==> config.mk <==
export PLATFORM = sky130hd
export DESIGN_NAME = prg_window_mapper
export DESIGN_NICKNAME = d
export VERILOG_FILES = /design/src/rtl/mapper_pkg.sv /design/src/rtl/bank_latch_unit.sv /design/src/rtl/rom_window_map.sv /design/src/rtl/nt_mirror_sel.sv /design/src/rtl/prg_window_mapper.sv
export SDC_FILE = /design/constraint.sdc
export NUM_CORES = 1
export LEC_CHECK = 0
export BUFFER_PORTS_ARGS = -buffer_cell sky130_fd_sc_hd__clkbuf_2
export CAP_MARGIN = 30
export CORE_UTILIZATION = 19
export DETAILED_ROUTE_END_ITERATION = 12
export PLACE_DENSITY = 0.77
export SLEW_MARGIN = 40
export SYNTH_ARGS = -nofsm -noshare
export SYNTH_HDL_FRONTEND = slang
export SYNTH_SLANG_ARGS = --single-unit
export TNS_END_PERCENT = 100
==> constraint.sdc <==
create_clock -name clk -period 0.9 [get_ports clk]
set_clock_uncertainty 0.15 [all_clocks]
set_input_delay 0.045 -clock clk [delete_from_list [all_inputs] [get_ports clk]]
set_output_delay 0.045 -clock clk [all_outputs]
set_load 0.005 [all_outputs]
==> src/rtl/mapper_pkg.sv <==
package mapper_pkg;
    localparam int WIN_BITS = 15;
    localparam int BANK_FIELD = 4;

    typedef struct packed {
        logic                  screen;
        logic [BANK_FIELD-1:0] bank;
    } bank_reg_t;
endpackage

==> src/rtl/bank_latch_unit.sv <==
module bank_latch_unit
    import mapper_pkg::*;
#(
    parameter int         BANK_BITS = 2,
    parameter logic [7:0] INIT_REG  = 8'h03
) (
    input  logic                 clk,
    input  logic                 rst_n,
    input  logic                 wr_stb,
    input  logic [4:0]           wr_val,
    output logic [BANK_BITS-1:0] bank_o,
    output logic                 screen_o
);
    localparam logic [BANK_FIELD-1:0] BANK_MASK = BANK_FIELD'((1 << BANK_BITS) - 1);

    bank_reg_t st_d, st_q;

    always_comb begin
        st_d = st_q;
        if (wr_stb) begin
            st_d.screen = wr_val[4];
            st_d.bank   = wr_val[3:0] & BANK_MASK;
        end
    end

    always_ff @(posedge clk or negedge rst_n) begin
        if (!rst_n) begin
            st_q.screen <= INIT_REG[4];
            st_q.bank   <= INIT_REG[3:0] & BANK_MASK;
        end else begin
            st_q <= st_d;
        end
    end

    assign bank_o   = st_q.bank[BANK_BITS-1:0];
    assign screen_o = st_q.screen;

    p_hold_r2: assert property (@(posedge clk) disable iff (!rst_n)
        !wr_stb |=> $stable(st_q));

    p_conflict_r3: assert property (@(posedge clk) disable iff (!rst_n)
        wr_stb |=> (st_q.bank == ($past(wr_val[3:0]) & BANK_MASK))
                   && (st_q.screen == $past(wr_val[4])));

    p_width_r5: assert property (@(posedge clk) disable iff (!rst_n)
        (st_q.bank & ~BANK_MASK) == '0);
endmodule

==> src/rtl/rom_window_map.sv <==
module rom_window_map
    import mapper_pkg::*;
#(
    parameter int BANK_BITS = 2
) (
    input  logic [BANK_BITS-1:0]          bank,
    input  logic [15:0]                   cpu_addr,
    input  logic                          cpu_rw_n,
    input  logic                          cpu_m2,
    output logic [WIN_BITS+BANK_BITS-1:0] rom_addr,
    output logic                          rom_ce_n
);
    always_comb begin
        rom_addr = {bank, cpu_addr[WIN_BITS-1:0]};
        rom_ce_n = !(cpu_addr[15] && cpu_rw_n && cpu_m2);
    end
endmodule

==> src/rtl/nt_mirror_sel.sv <==
module nt_mirror_sel #(
    parameter bit SINGLE_SCREEN = 1'b0
) (
    input  logic screen,
    input  logic strap_vertical,
    input  logic ppu_a10,
    input  logic ppu_a11,
    output logic ciram_a10
);
    if (SINGLE_SCREEN) begin : g_one_page
        logic unused_mir;
        assign unused_mir = ^{strap_vertical, ppu_a10, ppu_a11};
        assign ciram_a10  = screen;
    end else begin : g_strap
        logic unused_scr;
        assign unused_scr = screen;
        assign ciram_a10  = strap_vertical ? ppu_a10 : ppu_a11;
    end
endmodule

==> src/rtl/prg_window_mapper.sv <==
module prg_window_mapper
    import mapper_pkg::*;
#(
    parameter bit         OVERSIZE      = 1'b0,
    parameter bit         SINGLE_SCREEN = 1'b0,
    parameter logic [7:0] INIT_REG      = 8'h03,
    localparam int        BANK_BITS     = OVERSIZE ? 4 : 2,
    localparam int        ROM_AW        = WIN_BITS + BANK_BITS
) (
    input  logic              clk,
    input  logic              rst_n,
    input  logic [15:0]       cpu_addr,
    input  logic [7:0]        cpu_data,
    input  logic              cpu_rw_n,
    input  logic              cpu_m2,
    input  logic [7:0]        rom_data,
    output logic [ROM_AW-1:0] rom_addr,
    output logic              rom_ce_n,
    input  logic              strap_vertical,
    input  logic [13:0]       ppu_addr,
    output logic              ciram_a10,
    output logic [12:0]       chr_addr,
    output logic              chr_ce_n
);
    logic                 wr_stb;
    logic [7:0]           bus_val;
    logic [BANK_BITS-1:0] bank;
    logic                 screen;
    logic                 unused_top;

    // The ROM drives the bus during the write, so the two drivers resolve as AND.
    assign wr_stb     = cpu_m2 && !cpu_rw_n && cpu_addr[15];
    assign bus_val    = cpu_data & rom_data;
    assign unused_top = ^bus_val[7:5];

    bank_latch_unit #(.BANK_BITS(BANK_BITS), .INIT_REG(INIT_REG)) u_latch (
        .clk      (clk),
        .rst_n    (rst_n),
        .wr_stb   (wr_stb),
        .wr_val   (bus_val[4:0]),
        .bank_o   (bank),
        .screen_o (screen)
    );

    rom_window_map #(.BANK_BITS(BANK_BITS)) u_map (
        .bank     (bank),
        .cpu_addr (cpu_addr),
        .cpu_rw_n (cpu_rw_n),
        .cpu_m2   (cpu_m2),
        .rom_addr (rom_addr),
        .rom_ce_n (rom_ce_n)
    );

    nt_mirror_sel #(.SINGLE_SCREEN(SINGLE_SCREEN)) u_mir (
        .screen         (screen),
        .strap_vertical (strap_vertical),
        .ppu_a10        (ppu_addr[10]),
        .ppu_a11        (ppu_addr[11]),
        .ciram_a10      (ciram_a10)
    );

    assign chr_addr = ppu_addr[12:0];
    assign chr_ce_n = ppu_addr[13];

    p_ce_low_half_r7: assert property (@(posedge clk) disable iff (!rst_n)
        !cpu_addr[15] |-> rom_ce_n);

    p_chr_off_r10: assert property (@(posedge clk) disable iff (!rst_n)
        ppu_addr[13] |-> chr_ce_n);
endmodule

Word-level counts from Yosys, hierarchy flattened
Index checks and enable logic that the tools add are counted.
- logic and storage cells: 9
- output and inout bits: 33
- bits of input ports: 51
- flip-flop bits (word level): 2
- reduce and logical (&&, ||, !) cells: 6
- muxes and demuxes: 1
- bitwise logic cells: 1
- operators with widths (operator ; number):
    1-bit logical AND ; 4
    2-bit bitwise AND ; 1
    1-bit logical NOT ; 2
    1-bit 2-to-1 mux ; 1

Logic depth before layout (Yosys ltp)
- word-level depth: 3
- depth in mapped cells: 2
- mapped depth without buffers: 2

By module
From an unflattened synthesis, not the netlist that was laid out.
- cell total of the unflattened synthesis: 45
- area total of the unflattened synthesis: 404.1 um^2
- by module, submodules not included (module ; area an instance (um^2) ; seq. area each (um^2) ; times used ; cells each):
    prg_window_mapper ; 145.1 ; 0.0 ; 1 ; 20
    rom_window_map ; 132.6 ; 0.0 ; 1 ; 18
    bank_latch_unit ; 111.4 ; 77.6 ; 1 ; 6
    nt_mirror_sel ; 15.0 ; 0.0 ; 1 ; 1

Worst setup path after synthesis
OpenSTA, ideal clock, no wires.
- kind: reg-to-reg
- from: reg u_latch.bank_o[0] (netlist name)
- to: reg u_latch.bank_o[0] (netlist name)
- setup time: 0.075 ns
- cell stages (with the launch flop): 3
- setup slack: 0.025 ns
- clock period less this slack: 0.875 ns
- arrival: 0.650 ns
- path buffers: 0
- required time: 0.675 ns
- cells stage by stage: dfstp_2 -> inv_1 -> mux2i_1

Final worst setup path
- from: reg u_latch.bank_o[1] (netlist name)
- to: out rom_addr[16]
- RTL lines (what ; RTL line ; RTL):
    to (decl) ; prg_window_mapper.sv:17 ; output logic [ROM_AW-1:0] rom_addr,
No word-level cell between the ends.

==> out/qor.tcl <==
set qor(routed_wirelength_um) 933
set qor(crit_family) {flip-flops}
set qor(vias_post_dr) 321
set qor(worst-setup-path-type) {reg -> out}
set qor(timing.critical_path.required_ns) 0.70
set qor(achievable-frequency_mhz) 945
set qor(critical_path_buf_inv_count) 1
set qor(timing_max_transition_violations_final) 0
set qor(worst_hold_path_type) {in -> reg}
set qor(final_cells) 80
set qor(synthesis.instances) 40
set qor(synth_seq_area_share) 0.158
set qor(gp_routability_congestion) 0.611
set qor(floorplan.rows) 14
set qor(critical_path_peak_fanout) 2
set qor(grt_setup_unrepaired) {true}
set qor(area_growth_syn_to_layout_pct) 71.7
set qor(ys_async_sr_fraction) 1.00
set qor(drt_pre_antenna_iters) 7
set qor(die_width_um) 43.8
set qor(synth_warnings) 0
set qor(rrSetupSlack_ns) -0.10
set qor(worst_path_largest_cell_delay_ns) 0.53
set qor(drt_drc_violations_left) 5
set qor(worstPathCellList) {clkbuf_2}
set qor(port-buffer-count) 17
set qor(max-clock-path-buffers) 2
set qor(die_area_um2) 1920
set qor(area_inside_the_core_boundary_um2) 1560
set qor(cp-start-kind) {flip-flop}
set qor(pwr_density_cell_nw_per_um2) 973
set qor(die_height_um) 43.8
set qor(clk_transition_reported_paths_ns) 0.03
set qor(routed_via_density) 4.01
set qor(synth_flop_cell) {sky130_fd_sc_hd__dfstp_2}
set qor(worst_setup_path_end_kind) {output pin}
set qor(grt_first_pass_wirelength_mm) 1.17
set qor(timing.max_slew.rel_slack) 0.915
set qor(max_cap_viol_count) 0
set qor(number_of_enable_type_register_cells_in_the_synthesized_netlist) 0
set qor(global_route.overflow_total) 0
set qor(worst_slack_ns) -0.158
set qor(syn_area_um2) 332
set qor(nets) 117
set qor(clock-root-buffer) {sky130_fd_sc_hd__clkbuf_4}
set qor(min_period_over_period) 1.18
set qor(synth_seq_cells) 2
set qor(htree_levels) 1
set qor(synth_area_leaders) {sky130_fd_sc_hd__buf_4, sky130_fd_sc_hd__dfstp_2, sky130_fd_sc_hd__mux2i_1}
set qor(syn_avg_cell_area_um2) 8.29
set qor(clock_insertion_delay_worst_skew_ns) 0.22
set qor(detail_route.wl_per_cell_um) 11.7
set qor(post-route-util) 0.365
set qor(irDropWorstVdd_uv) 691
set qor(post-synth-top-area-fraction) 0.657
set qor(p_total_uw) 554
set qor(cell_at_the_slowest_stage_of_the_critical_path) {sky130_fd_sc_hd__dfstp_2}
set qor(ys_top_cells_by_count) {sky130_fd_sc_hd__buf_4, sky130_fd_sc_hd__dfstp_2, sky130_fd_sc_hd__inv_1, sky130_fd_sc_hd__mux2i_1, sky130_fd_sc_hd__nand2_1}
set qor(antenna_found_initial) 0
set qor(postRouteAntennaNets) 0
set qor(p_leak_uw) 0.000272
set qor(synthesis.nets) 91
set qor(cts_sinks) 2
set qor(first_global_vias) 312
set qor(netlist.top_cell.by_area) {sky130_fd_sc_hd__buf_4}
set qor(timing_worst_slew_pin_value_ns) 0.124
set qor(drt_first_iter_violations) 9
set qor(post-route-min-period_ns) 1.06
set qor(effective_utilization_at_floorplan) 0.213
set qor(pin_count_of_the_biggest_net_entering_global_routing) 3
set qor(cts_tree) {done}
set qor(dp_cells) 44
set qor(setup-violations-final) 3
set qor(post_dp_cell_area_um2) 219
set qor(violations) {DRC, setup timing}
set qor(antennaDiodeCount) 0
set qor(arrival_ns) 0.86
set qor(yosys.cell_count.top_type) {sky130_fd_sc_hd__buf_4}
set qor(finalHoldViolations) 0
set qor(outcome) {finished with violations}
set qor(top_level_ports) 84
set qor(synth.distinct_cells) 8
set qor(share_of_cells_above_drive_strength_1) 0.406
set qor(global_route.usage.total) 0.0913
set qor(fin_area_um2) 569
set qor(number_of_buffers_created_by_cts) 3
set qor(largest_register_ff_count) 2
==> final timing paths <==
check,startpoint,end,cells after the start
setup reg to reg,u_latch.bank_o[1]$_DFFE_PN1P_,u_latch.bank_o[1]$_DFFE_PN1P_,3
min in group asynchronous,rst_n,u_latch.bank_o[1]$_DFFE_PN1P_,2
setup / recovery,u_latch.bank_o[1]$_DFFE_PN1P_,rom_addr[16],1
hold reg to reg,u_latch.bank_o[0]$_DFFE_PN1P_,u_latch.bank_o[0]$_DFFE_PN1P_,2
max in group asynchronous,rst_n,u_latch.bank_o[0]$_DFFE_PN1P_,2
hold / removal,cpu_m2,u_latch.bank_o[1]$_DFFE_PN1P_,3
==> kinds of logic (layout without fill, tap and decap cells) <==
| group | after synthesis | in the layout | synth area share |
|---|---|---|---|
| buf+inv | 31 | 55 | 0.679 |
| flops | 2 | 2 | 0.158 |
| mux | 3 | 3 | 0.0943 |
| simple gates | 4 | 4 | 0.0679 |
==> power by group <==
part           total [µW]  switching [µW]  internal, µW
Sequential            128            9.66           118
Combinational         223            72.3           151
Clock                 203            55.1           148
Total                 554             137           417
==> stage by stage <==
| stage | worst slack (ns) | setup TNS (ns) | hold slack, ns |
|---|---|---|---|
| final | -0.158 | -0.397 | 0.0494 |
| after global routing | -0.173 | -0.524 | 0.0653 |
| after CTS | -0.142 | -0.366 | 0.0491 |
| after detailed placement | 0.00628 | 0 | -0.152 |
| after global placement | 0.0185 | 0 | -0.152 |
| after floorplan | 0.0250 | 0 | -0.253 |
==> worst reg2reg max path, stage by stage, from the launching register on <==
cell	delay [ns]
sky130_fd_sc_hd__dfstp_2	0.53
sky130_fd_sc_hd__buf_4	0.11
sky130_fd_sc_hd__inv_2	0.02
sky130_fd_sc_hd__mux2i_1	0.12
==> layer usage <==
metal	track usage	wire length, µm	share of wire
met2	0.191	598	0.64
met3	0.0375	87	0.093
met1	0.0547	232	0.25
met5	0	0	0
met4	0.0750	14	0.015
==> cells in the final DEF, fill, tap and decap left out <==
cell type and instances:
sky130_fd_sc_hd__inv_1 1, sky130_fd_sc_hd__nand2_1 2, sky130_fd_sc_hd__and3b_2 1, sky130_fd_sc_hd__nand3_1 1
sky130_fd_sc_hd__mux2_2 1, sky130_fd_sc_hd__inv_2 1, sky130_fd_sc_hd__buf_4 1, sky130_fd_sc_hd__clkbuf_4 3
sky130_fd_sc_hd__clkbuf_2 17, sky130_fd_sc_hd__dlygate4sd3_1 32, sky130_fd_sc_hd__dfstp_2 2, sky130_fd_sc_hd__mux2i_1 2
==> area by class of cell <==
class                           count  area (µm²)
Timing Repair Buffer               50         413
Sequential cell                     2        52.6
Tap cell                           16        20.0
Fill cell                         153         990
Clock buffer                        3        22.5
Inverter                            2        7.51
Multi-Input combinational cell      7        53.8
==> timing repair <==
action / CTS / global route
resized for setup: 1 / 0
buffers inserted: 1 / 0
hold buffers: 32 / 0
endpoints found under the setup margin: 4 / 4
hold endpoints to repair: 31 / 0
Power figures use the tool's default switching activity.
